===== src/rtl/jdc_pkg.sv =====
package jdc_pkg;
   // default geometry of the twisted ring and of the input synchronizers
   localparam int unsigned JDC_STAGES_DEF = 5;
   localparam int unsigned JDC_SYNC_DEF   = 2;
   // index of the stage whose feedback clears an isolated one
   localparam int unsigned JDC_FIX_BIT    = 2;

   // number of distinct states of a twisted ring of the given length
   function automatic int unsigned jdc_states(input int unsigned stages);
      return 2 * stages;
   endfunction
endpackage


===== src/rtl/jdc_sync.sv =====
module jdc_sync #(
   parameter int unsigned WIDTH = 2,
   parameter int unsigned DEPTH = 2
) (
   input  logic             clk,
   input  logic [WIDTH-1:0] d_i,
   output logic [WIDTH-1:0] q_o
);
   generate
      if (DEPTH < 2) begin : g_depth_bad
         $error("jdc_sync: DEPTH must be at least 2");
      end
      if (WIDTH < 1) begin : g_width_bad
         $error("jdc_sync: WIDTH must be at least 1");
      end
   endgenerate

   logic [WIDTH-1:0] chain_q [DEPTH];

   // first stage captures the asynchronous inputs
   always_ff @(posedge clk) begin
      chain_q[0] <= d_i;
   end

   generate
      for (genvar s = 1; s < DEPTH; s++) begin : g_stage
         always_ff @(posedge clk) begin
            chain_q[s] <= chain_q[s-1];
         end
      end
   endgenerate

   assign q_o = chain_q[DEPTH-1];
endmodule


===== src/rtl/jdc_edge.sv =====
module jdc_edge (
   input  logic clk,
   input  logic rst,
   input  logic cnt_clk_s,
   input  logic cnt_en_n_s,
   output logic adv_o
);
   logic gated;
   logic gated_prev_q;

   // the enable masks the count clock; a falling enable while the
   // clock is high therefore also raises the gated level
   assign gated = cnt_clk_s & ~cnt_en_n_s;

   // previous sample tracks the gated level even during reset, so a
   // level already high when reset ends is not taken as a new edge
   always_ff @(posedge clk) begin
      gated_prev_q <= gated;
   end

   assign adv_o = gated & ~gated_prev_q;

   // one event per low-to-high change of the gated level
   p_single_event_r8: assert property (@(posedge clk) disable iff (rst)
      adv_o |=> !adv_o);
endmodule


===== src/rtl/jdc_ring.sv =====
module jdc_ring
   import jdc_pkg::*;
#(
   parameter int unsigned STAGES = JDC_STAGES_DEF
) (
   input  logic              clk,
   input  logic              rst,
   input  logic              adv_i,
   output logic [STAGES-1:0] stage_o
);
   generate
      if (STAGES < 3) begin : g_stages_bad
         $error("jdc_ring: STAGES must be at least 3");
      end
      if (JDC_FIX_BIT < 1 || JDC_FIX_BIT >= STAGES) begin : g_fix_bad
         $error("jdc_ring: correction stage out of range");
      end
   endgenerate

   localparam int unsigned FIX = JDC_FIX_BIT;

   logic [STAGES-1:0] stage_q;
   logic [STAGES-1:0] stage_nxt;

   // twisted feedback into stage 0, plain shift elsewhere; one stage
   // takes its neighbour only when that one is not isolated, which
   // wears an illegal pattern down to a single block of ones
   generate
      for (genvar i = 0; i < STAGES; i++) begin : g_next
         if (i == 0) begin : g_twist
            assign stage_nxt[i] = ~stage_q[STAGES-1];
         end else if (i == FIX) begin : g_fix
            assign stage_nxt[i] = stage_q[i-1] & (stage_q[i-2] | stage_q[i]);
         end else begin : g_shift
            assign stage_nxt[i] = stage_q[i-1];
         end
      end
   endgenerate

   always_ff @(posedge clk) begin
      if (rst) begin
         stage_q <= '0;
      end else if (adv_i) begin
         stage_q <= stage_nxt;
      end
   end

   assign stage_o = stage_q;

   // without an event the ring must not move
   p_hold_no_event_r4: assert property (@(posedge clk) disable iff (rst)
      !adv_i |=> $stable(stage_q));
endmodule


===== src/rtl/jdc_decode.sv =====
module jdc_decode
   import jdc_pkg::*;
#(
   parameter int unsigned STAGES = JDC_STAGES_DEF
) (
   input  logic                  [STAGES-1:0] stage_i,
   output logic [jdc_states(STAGES)-1:0]     dec_o,
   output logic                               carry_o
);
   localparam int unsigned NSTATES = jdc_states(STAGES);

   // every decode looks at one adjacent pair of stages only
   generate
      for (genvar k = 0; k < NSTATES; k++) begin : g_dec
         if (k == 0) begin : g_empty
            assign dec_o[k] = ~stage_i[STAGES-1] & ~stage_i[0];
         end else if (k < STAGES) begin : g_fill
            assign dec_o[k] = stage_i[k-1] & ~stage_i[k];
         end else if (k == STAGES) begin : g_full
            assign dec_o[k] = stage_i[STAGES-1] & stage_i[0];
         end else begin : g_drain
            assign dec_o[k] = ~stage_i[k-STAGES-1] & stage_i[k-STAGES];
         end
      end
   endgenerate

   // top stage is clear throughout the lower half of the cycle
   assign carry_o = ~stage_i[STAGES-1];
endmodule


===== src/rtl/johnson_decade.sv =====
module johnson_decade
   import jdc_pkg::*;
#(
   parameter int unsigned STAGES     = JDC_STAGES_DEF,
   parameter int unsigned SYNC_DEPTH = JDC_SYNC_DEF
) (
   input  logic                          clk,
   input  logic                          rst,
   input  logic                          cnt_clk_i,
   input  logic                          cnt_en_n_i,
   output logic [jdc_states(STAGES)-1:0] dec_o,
   output logic                          carry_o
);
   localparam int unsigned NSTATES = jdc_states(STAGES);

   logic [1:0]        raw_in;
   logic [1:0]        sync_in;
   logic              adv;
   logic [STAGES-1:0] stage;

   assign raw_in = {cnt_clk_i, cnt_en_n_i};

   jdc_sync #(
      .WIDTH (2),
      .DEPTH (SYNC_DEPTH)
   ) sync_i (
      .clk (clk),
      .d_i (raw_in),
      .q_o (sync_in)
   );

   jdc_edge edge_i (
      .clk        (clk),
      .rst        (rst),
      .cnt_clk_s  (sync_in[1]),
      .cnt_en_n_s (sync_in[0]),
      .adv_o      (adv)
   );

   jdc_ring #(
      .STAGES (STAGES)
   ) ring_i (
      .clk     (clk),
      .rst     (rst),
      .adv_i   (adv),
      .stage_o (stage)
   );

   jdc_decode #(
      .STAGES (STAGES)
   ) dec_i (
      .stage_i (stage),
      .dec_o   (dec_o),
      .carry_o (carry_o)
   );

   // a legal one-hot state stays one-hot across any step
   p_onehot_kept_r2: assert property (@(posedge clk) disable iff (rst)
      $onehot(dec_o) |=> $onehot(dec_o));

   // an event in a legal state rotates the active line up by one
   p_step_rotate_r1: assert property (@(posedge clk) disable iff (rst)
      (adv && $onehot(dec_o)) |=>
         (dec_o == {$past(dec_o[NSTATES-2:0]), $past(dec_o[NSTATES-1])}));

   // carry agrees with the lower half of the decoded lines
   p_carry_half_r7: assert property (@(posedge clk) disable iff (rst)
      $onehot(dec_o) |-> (carry_o == (|dec_o[STAGES-1:0])));
endmodule


===== config.mk =====
export PLATFORM = sky130hd
export DESIGN_NAME = johnson_decade
export DESIGN_NICKNAME = d
export VERILOG_FILES = /design/src/rtl/jdc_pkg.sv /design/src/rtl/jdc_sync.sv /design/src/rtl/jdc_edge.sv /design/src/rtl/jdc_ring.sv /design/src/rtl/jdc_decode.sv /design/src/rtl/johnson_decade.sv
export SDC_FILE = /design/constraint.sdc
export NUM_CORES = 1
export LEC_CHECK = 0
export BUFFER_PORTS_ARGS = -buffer_cell sky130_fd_sc_hd__buf_2
export CAP_MARGIN = 15
export CORE_AREA = 2 2 39 41
export DETAILED_ROUTE_END_ITERATION = 10
export DIE_AREA = 0 0 41 43
export PLACE_DENSITY = 0.49
export SLEW_MARGIN = 15
export SYNTH_ARGS = -nofsm -noshare
export SYNTH_HDL_FRONTEND = slang
export SYNTH_SLANG_ARGS = --single-unit
export TNS_END_PERCENT = 1

===== constraint.sdc =====
create_clock -name clk -period 2.1 [get_ports clk]
set_clock_uncertainty 0.2 [all_clocks]
set_input_delay 0.21 -clock clk [delete_from_list [all_inputs] [get_ports clk]]
set_output_delay 0.21 -clock clk [all_outputs]
set_load 0.03 [all_outputs]

Word level (Yosys, flattened, before mapping) --
Memory sizes are Yosys's and may differ from the RTL's. Cells that the tools add are included.
Word-level totals: bits in read-only memories 0, memory bits (writable) 4, memories 1, latch bits 0, register bits 6
Cells by class: multiply operators 0, div/mod/pow operators 0, multiplexer cells 0, add/sub/neg operators 0, $lt $le $gt $ge 0, reductions and logical operators 0, shift-type cells 0, eq/ne operators 0, bitwise operators 21
Memory list:
- sync_i.chain_q | depth 2, bits a word 2, read ports 2, clocked after memory_dff 0, write ports 2, RTL line jdc_sync.sv:18 | logic [WIDTH-1:0] chain_q [DEPTH];
Operators by type and width (count):
- AND 1 bit | 13
- inverter 1 bit | 7
- bitwise OR 1 bit | 1

Depth between registers and ports, before layout --
depth after elaboration 3, depth in mapped cells 2, gate-level depth less buffers 2

Modules after synthesis --
A second synthesis with hierarchy kept.
Second synthesis, totals: cell total of the unflattened synthesis 41, area, all modules 427.9 um^2
Modules (own cells, without submodules):
- jdc_ring | area an instance 225.2 um^2, seq. area each 100.1 um^2, instances 1, cells an instance 21
- jdc_sync | area an instance 95.1 um^2, seq. area each 80.1 um^2, instances 1, cells an instance 6
- jdc_decode | area an instance 68.8 um^2, seq. area each 0.0 um^2, instances 1, cells an instance 11
- jdc_edge | area an instance 38.8 um^2, seq. area each 20.0 um^2, instances 1, cells an instance 3

Worst setup path before layout --
OpenSTA, ideal clock, no wires.
path kind register to output, start register ring_i.stage_q[4] (netlist: ring_i.stage_o[4]), end output dec_o[9], cell stages (with the launch flop) 3, slack 0.709 ns, arrival 0.981 ns, buffers on the path 0, cell sequence dfxtp_1 inv_1 nor2_1
Between the ends: word-level cells in the longest chain between the ends 1
RTL lines:
- from (decl) | RTL line jdc_ring.sv:22 | logic [STAGES-1:0] stage_q;
- from (signal assigned) | RTL line jdc_ring.sv:44 | stage_q <= stage_nxt;
- AND 1 bit | RTL line jdc_decode.sv:22 | assign dec_o[k] = ~stage_i[k-STAGES-1] & stage_i[k-STAGES];
- to (decl) | RTL line johnson_decade.sv:11 | output logic [jdc_states(STAGES)-1:0] dec_o,
No other way between the ends.

Final worst setup path --
Ends and elaborated chain as after synthesis.

==> results.sh <==
export IMPL_place_area_um2=473
export IMPL_num_antenna_cells=0
export IMPL_dieArea_um2=1760
export IMPL_startpoint_type="flip-flop"
export IMPL_drv_slew=0
export IMPL_grt_pass1_vias=251
export IMPL_first_pass_iters=2
export IMPL_seq_area_um2=200
export IMPL_min_from="rst"
export IMPL_layout_setup_ws_ns=0.656
export IMPL_end_kind="output port"
export IMPL_cts_buffers=3
export IMPL_antenna_found_initial=0
export IMPL_syn2layout_area_growth_pct=38.2
export IMPL_hold_end="ring_i.stage_o[2]$_SDFFE_PP0P_"
export IMPL_holdWs_ns=0.0128
export IMPL_netlist_cell_type_count=13
export IMPL_routed_wirelength_um=669
export IMPL_setup_tns_final_ns=0
export IMPL_drive_above_1_share=0.368
export IMPL_p_leak_uw=0.000250
export IMPL_finalSetupViolCount=0
export IMPL_io_pins=15
export IMPL_portBuffers=14
export IMPL_finalCritPeriodShare=0.688
export IMPL_initial_utilization=0.277
export IMPL_hold_path_class="input port to flip-flop"
export IMPL_avgRoutedWirePerCell_um=9.16
export IMPL_via_per_inst=4.15
export IMPL_final_hold_violation_count=0
export IMPL_final_nets=62
export IMPL_drc_errors=0
export IMPL_r2r_start="sync_i.chain_q[0][2]$_DFF_P_"
export IMPL_synthCells=37
export IMPL_rsz0062_at_grt="no"
export IMPL_arrival_ns=1.03
export IMPL_path_class="flip-flop to output port"
export IMPL_grt_pass1_wl_um=1010
export IMPL_ys_seq_area_frac=0.523
export IMPL_clk_latency_ns=0.26
export IMPL_ant_nets=0
export IMPL_drt_iter0_markers=5
export IMPL_cts_tree="built"
export IMPL_max_freq_mhz=693
export IMPL_post_cts_setup_buffer_count=0
export IMPL_grt_max_degree=9
export IMPL_ff2ff_setup_slack_ns=0.81
export IMPL_cts_sinks=10
export IMPL_clock_root_buffer="clkbuf_4"
export IMPL_synth_seq_cells=10
export IMPL_std_cell_rows=14
export IMPL_multi_input_area_um2=171
export IMPL_syn_area_per_cell_um2=10.3
export IMPL_yosysWarnings=0
export IMPL_r2r_cells=2
export IMPL_finalInstanceArea_um2=529
export IMPL_pre_cts_slack_ns=0.810
export IMPL_synth_area_um2=383
export IMPL_die_width_um=41
export IMPL_min_path_cells=2
export IMPL_slew_headroom=0.795
export IMPL_clk_pin_slew_ns=0.07
export IMPL_core_area_um2=1380
export IMPL_p_per_area_nw_per_um2=770
export IMPL_dp_hpwl_um=494
export IMPL_track_usage=0.0926
export IMPL_via_count=303
export IMPL_r2r_end="ring_i.stage_o[0]$_SDFFE_PP0P_"
export IMPL_final_cell_mix="14 x buf_2, 10 x dfxtp_1, 7 x nor2_1, 4 x nor2b_1, 4 x nand2b_1"
export IMPL_worstMarginPinSlew_ns=0.306
export IMPL_min_period_ns=1.44
export IMPL_die_y_um=43
export IMPL_fill_cells=146
export IMPL_gr_total_overflow=0
export IMPL_maxCapViolCount=0
export IMPL_critPathMaxFanout=6
export IMPL_gp_congestion=0.619
export IMPL_outcome="finished, final reports clean"
export IMPL_ir_drop_mv=0.343
export IMPL_crit_required_ns=1.69
export IMPL_synth_fp_nets=41
export IMPL_cts_htree_levels=1
export IMPL_layout_commonest_cell="buf_2"
export IMPL_clock_path_buffers=2
## cell type report
class,instances,share of cell area
clock buffers,4,0.0686
inverters,3,0.0213
multi-input cells,24,0.324
flip-flops and latches,10,0.378
well taps,16,0.0378
repair buffers,16,0.170
## state kept, by name, indices dropped and copies added (netlist names)
name	count
edge_i.gated_prev_q	1
ring_i.stage_o	5
sync_i.chain_q	4
## routing by layer
metal  track usage  routed length (µm)  vias up
met5             0                   0        -
met4        0.0600                  12        0
met2         0.122                 303        9
li1              -                   -      160
met3        0.0785                  46        2
met1        0.0942                 307      132
## cells in the mapped netlist (all sizes together)
cell type / instances / area [µm²]
a221oi: 1 / 8.76
and2: 1 / 6.26
and2b: 1 / 8.76
dfxtp: 10 / 200
inv: 3 / 11.3
mux2: 1 / 15.0
mux2i: 2 / 20.0
nand2b: 4 / 25.0
nand4bb: 1 / 11.3
nor2: 7 / 26.3
nor2b: 4 / 25.0
nor3b: 1 / 18.8
o22ai: 1 / 6.26
## critical path, stage by stage (launching register included)
cell and delay, ns:
dfxtp_1 0.42, inv_1 0.08, nor2_1 0.08, buf_2 0.20
## through the flow
step | power (µW) | util | std cells
after global routing | 431 | 0.382 | 73
after detailed placement | 241 | 0.342 | 67
after global placement | 240 | 0.342 | 67
final | 408 | 0.382 | 73
after CTS | 414 | 0.382 | 73
after floorplan | 230 | - | 37
## cells by family after synthesis
| logic type | count (synthesis) | synth area share |
|---|---|---|
| and+or+nand+nor | 19 | 0.317 |
| DFF | 10 | 0.523 |
| muxes | 3 | 0.0915 |
| buffers and inverters | 3 | 0.0294 |
| AOI/OAI and AO/OA | 2 | 0.0392 |
## where the power goes
part           leakage, µW  internal (µW)  switching, µW
logic             0.000147           17.4           18.4
clock network    0.0000210            105           63.4
registers        0.0000826            197           6.04
total             0.000250            320           87.9
## worst max path at each step
stage / startpoint / end / slack [ns] / cells after the start
finish: ring_i.stage_o[4]$_SDFFE_PP0P_ / dec_o[9] / 0.66 / 3
global route: ring_i.stage_o[4]$_SDFFE_PP0P_ / dec_o[9] / 0.56 / 3
CTS: ring_i.stage_o[4]$_SDFFE_PP0P_ / dec_o[9] / 0.63 / 3
detailed placement: sync_i.chain_q[0][2]$_DFF_P_ / ring_i.stage_o[0]$_SDFFE_PP0P_ / 0.81 / 2
global placement: sync_i.chain_q[0][2]$_DFF_P_ / ring_i.stage_o[0]$_SDFFE_PP0P_ / 0.81 / 2
floorplan: ring_i.stage_o[4]$_SDFFE_PP0P_ / dec_o[9] / 0.71 / 2
## what timing repair did
| item | CTS | global route |
|---|---|---|
| endpoints found under the hold margin | 2 | 0 |
| resized for setup | 0 | 0 |
| setup endpoints to repair | 0 | 0 |
| hold buffers | 2 | 0 |
Note: power is estimated with default switching activity, not from simulation.
